--- src/rtl/nand_ecc_pkg.sv ---
package nand_ecc_pkg;

  localparam int CHUNK_BYTES = 256;
  localparam int IDX_W       = $clog2(CHUNK_BYTES);
  localparam int LINE_W      = 2 * IDX_W;
  localparam int COL_W       = 6;
  localparam int CODE_W      = LINE_W + 8;
  localparam int CODE_BYTES  = CODE_W / 8;

  typedef enum logic [1:0] {
    MODE_OFF   = 2'b00,
    MODE_ACC   = 2'b01,
    MODE_READ  = 2'b10,
    MODE_CLEAR = 2'b11
  } ecc_mode_e;

  // Column parities of a folded byte: even/odd bits, bit pairs, nibbles.
  function automatic logic [COL_W-1:0] col_parity(input logic [7:0] x);
    logic [COL_W-1:0] c;
    c[0] = ^(x & 8'h55);
    c[1] = ^(x & 8'hAA);
    c[2] = ^(x & 8'h33);
    c[3] = ^(x & 8'hCC);
    c[4] = ^(x & 8'h0F);
    c[5] = ^(x & 8'hF0);
    return c;
  endfunction

endpackage

--- src/rtl/ecc_chunk_acc.sv ---
module ecc_chunk_acc
  import nand_ecc_pkg::*;
(
  input  logic              clk,
  input  logic              rst_n,
  input  logic              clr,
  input  logic              en,
  input  logic [IDX_W-1:0]  idx,
  input  logic [7:0]        data,
  output logic [CODE_W-1:0] code
);

  logic [IDX_W-1:0] lp_hi;
  logic [IDX_W-1:0] lp_lo;
  logic [7:0]       col_x;
  logic             byte_par;
  logic [LINE_W-1:0] lines;
  logic [COL_W-1:0]  cols;

  assign byte_par = ^data;

  always_ff @(posedge clk or negedge rst_n) begin
    if (!rst_n) begin
      lp_hi <= '0;
      lp_lo <= '0;
      col_x <= '0;
    end else if (clr) begin
      lp_hi <= '0;
      lp_lo <= '0;
      col_x <= '0;
    end else if (en) begin
      lp_hi <= lp_hi ^ (idx & {IDX_W{byte_par}});
      lp_lo <= lp_lo ^ (~idx & {IDX_W{byte_par}});
      col_x <= col_x ^ data;
    end
  end

  // Interleave low/high line parities, stored inverted.
  for (genvar k = 0; k < IDX_W; k++) begin : g_line
    assign lines[2*k]   = ~lp_lo[k];
    assign lines[2*k+1] = ~lp_hi[k];
  end

  assign cols = ~col_parity(col_x);
  assign code = {cols, 2'b11, lines};

  // clear empties this chunk's accumulators
  assert_clear_empties_R10: assert property (@(posedge clk) disable iff (!rst_n)
    clr |=> (lp_hi == '0 && lp_lo == '0 && col_x == '0));

  // without enable the code is frozen
  assert_frozen_when_idle_R11: assert property (@(posedge clk) disable iff (!rst_n)
    (!en && !clr) |=> $stable(code));

endmodule

--- src/rtl/ecc_byte_counter.sv ---
module ecc_byte_counter
  import nand_ecc_pkg::*;
#(
  parameter int NUM_CHUNKS = 2,
  localparam int TOTAL  = NUM_CHUNKS * CHUNK_BYTES,
  localparam int CNT_W  = $clog2(TOTAL + 1),
  localparam int SEL_W  = (NUM_CHUNKS > 1) ? $clog2(NUM_CHUNKS) : 1
)(
  input  logic             clk,
  input  logic             rst_n,
  input  logic             clr,
  input  logic             step,
  output logic [IDX_W-1:0] idx,
  output logic [SEL_W-1:0] sel,
  output logic             full
);

  logic [CNT_W-1:0] cnt;

  assign full = (cnt == CNT_W'(TOTAL));
  assign idx  = cnt[IDX_W-1:0];
  assign sel  = SEL_W'(cnt >> IDX_W);

  always_ff @(posedge clk or negedge rst_n) begin
    if (!rst_n)
      cnt <= '0;
    else if (clr)
      cnt <= '0;
    else if (step && !full)
      cnt <= cnt + 1'b1;
  end

  // the count never runs past the page capacity
  assert_count_bounded_R7: assert property (@(posedge clk) disable iff (!rst_n)
    cnt <= CNT_W'(TOTAL));

  // clear returns the count to zero
  assert_count_cleared_R10: assert property (@(posedge clk) disable iff (!rst_n)
    clr |=> (cnt == '0));

  // once full, further steps leave the count alone
  assert_full_holds_R7: assert property (@(posedge clk) disable iff (!rst_n)
    (full && !clr) |=> full);

endmodule

--- src/rtl/ecc_readout.sv ---
module ecc_readout
  import nand_ecc_pkg::*;
#(
  parameter int NUM_CHUNKS = 2,
  localparam int SEL_W = (NUM_CHUNKS > 1) ? $clog2(NUM_CHUNKS) : 1
)(
  input  logic                             clk,
  input  logic                             rst_n,
  input  logic                             active,
  input  logic                             strobe,
  input  logic [NUM_CHUNKS-1:0][CODE_W-1:0] codes,
  output logic [7:0]                       out_byte
);

  logic [1:0]       pos;
  logic [SEL_W-1:0] chunk;
  logic [CODE_W-1:0] cur;
  logic             last_pos;
  logic             last_chunk;

  assign last_pos   = (pos == 2'd2);
  assign last_chunk = (chunk == SEL_W'(NUM_CHUNKS - 1));

  always_ff @(posedge clk or negedge rst_n) begin
    if (!rst_n) begin
      pos   <= '0;
      chunk <= '0;
    end else if (!active) begin
      pos   <= '0;
      chunk <= '0;
    end else if (strobe) begin
      if (last_pos) begin
        pos   <= '0;
        chunk <= last_chunk ? '0 : chunk + 1'b1;
      end else begin
        pos <= pos + 1'b1;
      end
    end
  end

  assign cur = codes[chunk];

  // Swapped order inside a chunk: byte 1, byte 0, byte 2.
  always_comb begin
    out_byte = 8'h00;
    if (active) begin
      unique case (pos)
        2'd0:    out_byte = cur[15:8];
        2'd1:    out_byte = cur[7:0];
        default: out_byte = cur[23:16];
      endcase
    end
  end

  // outside readout the sequence sits at its first byte
  assert_restart_on_exit_R9: assert property (@(posedge clk) disable iff (!rst_n)
    !active |=> (pos == 2'd0 && chunk == '0));

  // no strobe, no advance
  assert_hold_without_read_R9: assert property (@(posedge clk) disable iff (!rst_n)
    (active && !strobe) |=> ($stable(pos) && $stable(chunk)));

  // position stays within the three bytes of a chunk
  assert_pos_in_range_R8: assert property (@(posedge clk) disable iff (!rst_n)
    pos != 2'd3);

  // a read of the third byte of the last chunk wraps to the start
  assert_wrap_R8: assert property (@(posedge clk) disable iff (!rst_n)
    (active && strobe && last_pos && last_chunk) |=> (pos == 2'd0 && chunk == '0));

endmodule

--- src/rtl/nand_ecc_gen.sv ---
module nand_ecc_gen
  import nand_ecc_pkg::*;
#(
  parameter int NUM_CHUNKS = 2,
  localparam int SEL_W = (NUM_CHUNKS > 1) ? $clog2(NUM_CHUNKS) : 1
)(
  input  logic       clk,
  input  logic       rst_n,
  input  logic [1:0] mode,
  input  logic       byte_valid,
  output logic       byte_ready,
  input  logic [7:0] byte_data,
  input  logic       rd_strobe,
  output logic [7:0] ecc_byte
);

  ecc_mode_e        mode_e;
  logic             clr;
  logic             accept;
  logic             full;
  logic [IDX_W-1:0] idx;
  logic [SEL_W-1:0] sel;
  logic [NUM_CHUNKS-1:0][CODE_W-1:0] codes;

  assign mode_e     = ecc_mode_e'(mode);
  assign clr        = (mode_e == MODE_CLEAR);
  assign byte_ready = 1'b1;
  assign accept     = byte_valid && (mode_e == MODE_ACC) && !full;

  ecc_byte_counter #(.NUM_CHUNKS(NUM_CHUNKS)) u_count (
    .clk  (clk),
    .rst_n(rst_n),
    .clr  (clr),
    .step (accept),
    .idx  (idx),
    .sel  (sel),
    .full (full)
  );

  for (genvar g = 0; g < NUM_CHUNKS; g++) begin : g_chunk
    ecc_chunk_acc u_acc (
      .clk  (clk),
      .rst_n(rst_n),
      .clr  (clr),
      .en   (accept && (sel == SEL_W'(g))),
      .idx  (idx),
      .data (byte_data),
      .code (codes[g])
    );
  end

  ecc_readout #(.NUM_CHUNKS(NUM_CHUNKS)) u_read (
    .clk     (clk),
    .rst_n   (rst_n),
    .active  (mode_e == MODE_READ),
    .strobe  (rd_strobe),
    .codes   (codes),
    .out_byte(ecc_byte)
  );

  // a byte offered in off mode leaves every code unchanged
  assert_off_ignores_R11: assert property (@(posedge clk) disable iff (!rst_n)
    (mode_e == MODE_OFF) |=> $stable(codes));

  // the register reads zero unless in readout
  assert_quiet_outside_read_R2: assert property (@(posedge clk) disable iff (!rst_n)
    (mode_e != MODE_READ) |-> (ecc_byte == 8'h00));

endmodule

--- config.mk ---
export PLATFORM = sky130hd
export DESIGN_NAME = nand_ecc_gen
export DESIGN_NICKNAME = d
export VERILOG_FILES = /design/src/rtl/nand_ecc_pkg.sv /design/src/rtl/ecc_chunk_acc.sv /design/src/rtl/ecc_byte_counter.sv /design/src/rtl/ecc_readout.sv /design/src/rtl/nand_ecc_gen.sv
export SDC_FILE = /design/constraint.sdc
export NUM_CORES = 1
export LEC_CHECK = 0
export ABC_AREA = 1
export BUFFER_PORTS_ARGS = -buffer_cell sky130_fd_sc_hd__buf_2
export CAP_MARGIN = 20
export CORE_MARGIN = 8
export CORE_UTILIZATION = 30
export CTS_CLUSTER_SIZE = 25
export DETAILED_ROUTE_END_ITERATION = 16
export SYNTH_ARGS = -nofsm -noshare
export SYNTH_HDL_FRONTEND = slang
export SYNTH_SLANG_ARGS = --single-unit
--- constraint.sdc ---
create_clock -name clk -period 2.05 [get_ports clk]
set_input_delay 0.1025 -clock clk [delete_from_list [all_inputs] [get_ports clk]]
set_output_delay 0.1025 -clock clk [all_outputs]
set_load 0.05 [all_outputs]
==> flow_metrics.env <==
export IMPL_status="finished, final reports clean"
export IMPL_nFillCells=1419
export IMPL_coreArea_sq_um=13100
export IMPL_tns_ps=0
export IMPL_clkTransAtPathRegs_ps=60
export IMPL_worstPathMaxFanout=4
export IMPL_antenna_found_initial=0
export IMPL_area_growth_pct=16.6
export IMPL_track_usage_pct=13.2
export IMPL_tightestPinTransition_ps=528
export IMPL_cp_end_kind="output pin"
export IMPL_ys_seq_area_share_pct=38.3
export IMPL_hp_class="input pin to flip-flop"
export IMPL_root_buffer="clkbuf_16"
export IMPL_dpl_hpwl_um=7400
export IMPL_drc=0
export IMPL_setup_ws_ps=126
export IMPL_routed_via_density=4.96
export IMPL_path_class="flip-flop to output pin"
export IMPL_die_h_um=131
export IMPL_num_nets_final=606
export IMPL_synthSimpleGateAreaFrac_pct=37.9
export IMPL_dr_pass1_iters=5
export IMPL_drt_wl_total_um=11000
export IMPL_cts_made_buffers=9
export IMPL_clock_sinks=61
export IMPL_rsz0062_at_grt="no"
export IMPL_synthCells=568
export IMPL_synthXorXnorAreaFrac_pct=9.01
export IMPL_antenna_cells=0
export IMPL_synth_adder_area_share_pct=0.628
export IMPL_synth_top_area_share_pct=38.3
export IMPL_cp_arrival_ps=1820
export IMPL_io_buffers=21
export IMPL_finClkSkew_ps=6.12
export IMPL_p_int_uw=2810
export IMPL_power_leakage_uw=0.00229
export IMPL_synth_top_family_by_area="simple AND/OR/NAND/NOR gates"
export IMPL_drive_gt1_share_pct=10.9
export IMPL_dieWidth_um=131
export IMPL_io_pins=23
export IMPL_hold_violations=0
export IMPL_final_cells=771
export IMPL_post_place_ws_ps=209
export IMPL_grt_max_degree=62
export IMPL_die_area_sq_um=17200
export IMPL_yosys_warnings=0
export IMPL_synthFlopType="dfrtp_1"
export IMPL_fin_util_pct=35.4
export IMPL_grt_ovfl_total=0
export IMPL_placedCellCount=752
export IMPL_synth_mux_area_share_pct=0
export IMPL_drtIter0Drc=359
export IMPL_seqPwrFrac_pct=37.0
export IMPL_vdd_ir_drop_max_uv=365
export IMPL_cts_tree="yes"
export IMPL_initial_core_util_pct=30.4
export IMPL_power_switching_uw=1570
export IMPL_syn_area_per_cell_sq_um=7.02
export IMPL_netlist_area_sq_um=3990
export IMPL_htree_levels=3
export IMPL_async_flop_share_pct=100
export IMPL_start_kind="flip-flop"
export IMPL_min_period_ps=1920
export IMPL_maxCapViolCount=0
export IMPL_ys_seq_elements=61
export IMPL_netlist_top_cells_area="dfrtp_1, nand2_1, nor2_1"
export IMPL_row_count=42
export IMPL_reg2reg_slack_ps=260
export IMPL_timing_fmax_ghz=0.520
export IMPL_synth_compound_area_share_pct=6.97
export IMPL_synth_edf_count=0
export IMPL_clockBufferDepth=2
export IMPL_cpMaxStageDelayCell="dfrtp_1"
export IMPL_crit_path_max_incr_delay_ps=440
export IMPL_grt_pass1_vias=3838
export IMPL_insertion_delay_ps=330
export IMPL_yosysUniqueCellTypes=26
export IMPL_slew_viol_final=0
export IMPL_crit_chain="xnor2_1 -> xnor2_1 -> nand2_1 -> o211ai_1 -> nand2_1 -> inv_1 -> buf_2"
export IMPL_powerDensity_nw_per_um2=941
export IMPL_grt_pass1_wl_um=18900
export IMPL_p_clk_share_pct=32.3
export IMPL_p_comb_share_pct=30.7
export IMPL_setup_violations=0
export IMPL_post_route_period_util_pct=93.9
export IMPL_synth_top_area_cell="dfrtp_1"
export IMPL_routedWlPerCell_um=14.3
export IMPL_worstPathRequired_ps=1950
export IMPL_route_vias_total=3827
export IMPL_routabilityCongestion=0.869
export IMPL_synth_nets=584
export IMPL_switching_share_pct=35.8
export IMPL_slew_headroom_pct=64.8
export IMPL_dpl_instance_area_sq_um=4310
export IMPL_ant_nets=0
export IMPL_fin_area_sq_um=4650
==> registers in the layout (all words and copies together) (netlist names) <==
name and count:
g_chunk.u_acc.lp_lo 16, g_chunk.u_acc.lp_hi 16, g_chunk.u_acc.col_x 16, u_count.cnt 10, u_read.chunk 1, u_read.pos 2
==> timing repair <==
item | CTS | global route
hold buffers | 1 | 0
gates resized for setup | 0 | 6
setup endpoints to repair | 0 | 12
hold endpoints to repair | 61 | 0
buffers inserted | 0 | 2
==> logic make-up after synthesis <==
kind of cell,Yosys count
xor gates and xnor gates,41
buffers and inverters,59
AOI/OAI and AO/OA,49
adders and majority gates,2
DFF,61
other,1
and+or+nand+nor,355
==> cell usage in the layout (no fill, tap or decap), drive strengths merged <==
master       Yosys  routed
nor3             3       3
dlygate4sd3      0       1
clkinvlp         0       3
nor2           130     130
o211ai           4       4
nand2b           4       4
o221a            2       2
o22ai            6       6
o21ai           26      26
conb             1       1
dfrtp           61      61
a21oi           10      10
inv             34      33
nand4           36      36
buf             16      34
xnor2           19      19
nor3b            1       1
nand2          149     149
clkbuf           9      11
xor2            22      22
o31ai            1       1
clkinv           0       4
ha               2       2
nand3           32      32
==> power by group through the flow <==
| stage | Combinational [uW] | Sequential (uW) | Clock [uW] |
|---|---|---|---|
| floorplan | 1030 | 1590 | 0 |
| global placement | 1300 | 1620 | 0 |
| detailed placement | 1320 | 1630 | 0 |
| CTS | 1340 | 1610 | 1440 |
| global route | 1510 | 1650 | 1490 |
| finish | 1340 | 1620 | 1410 |
==> Yosys cell counts, types with 5 or more instances <==
cell and instances:
nor2_1 130, nand3_1 32, o21ai_0 26, inv_1 32, nand2_1 144, xnor2_1 19, a21oi_1 10, xor2_1 22
clkbuf_1 9, buf_2 7, buf_6 5, nand4_1 36, dfrtp_1 61, o22ai_1 6
==> path summary, 6_finish.rpt <==
check | depth (start not counted) | from | to
max | 7 | g_chunk[0].u_acc.col_x[7] | ecc_byte[7]
min | 2 | rd_strobe | u_read.pos[1]
max reg2reg | 11 | u_count.cnt[1] | g_chunk[0].u_acc.lp_hi[5]
min reg2reg | 2 | g_chunk[0].u_acc.lp_lo[5] | g_chunk[0].u_acc.lp_lo[5]
max in group asynchronous | 3 | rst_n | u_read.pos[1]
min in group asynchronous | 3 | rst_n | g_chunk[0].u_acc.col_x[7]
==> critical path, delay by kind of cell (launching register included) <==
family,cells,cell delay [ps]
AND/OR/NAND/NOR,2,160
buffers and inverters,2,300
AO/OA/AOI/OAI,1,90
flip-flops,1,440
XOR/XNOR,2,500
==> stage by stage <==
stage | hold WS, ps | power, uW
after global placement | 144 | 2920
after global routing | 16.3 | 4650
after CTS | 8.98 | 4380
after detailed placement | 144 | 2950
final | 15.4 | 4370
after floorplan | -193 | 2620
==> cell type report <==
class	instances	area, sq um	share of cell area, %
clock inverter	6	38.8	0.834
tap	176	220	4.74
timing repair buffer	36	285	6.14
sequential	61	1530	32.9
clock buffer	10	239	5.14
multi-input combinational	448	2210	47.5
inverter	34	131	2.83
==> metal layers <==
metal	track usage, %	part of all wire [%]	up-vias
li1	-	-	1885
met1	16.5	47	1829
met2	21.5	47	88
met3	2.40	3.6	25
met4	6.19	2.7	0
met5	0	0	-
Note: power is estimated with default switching activity, not from simulation.
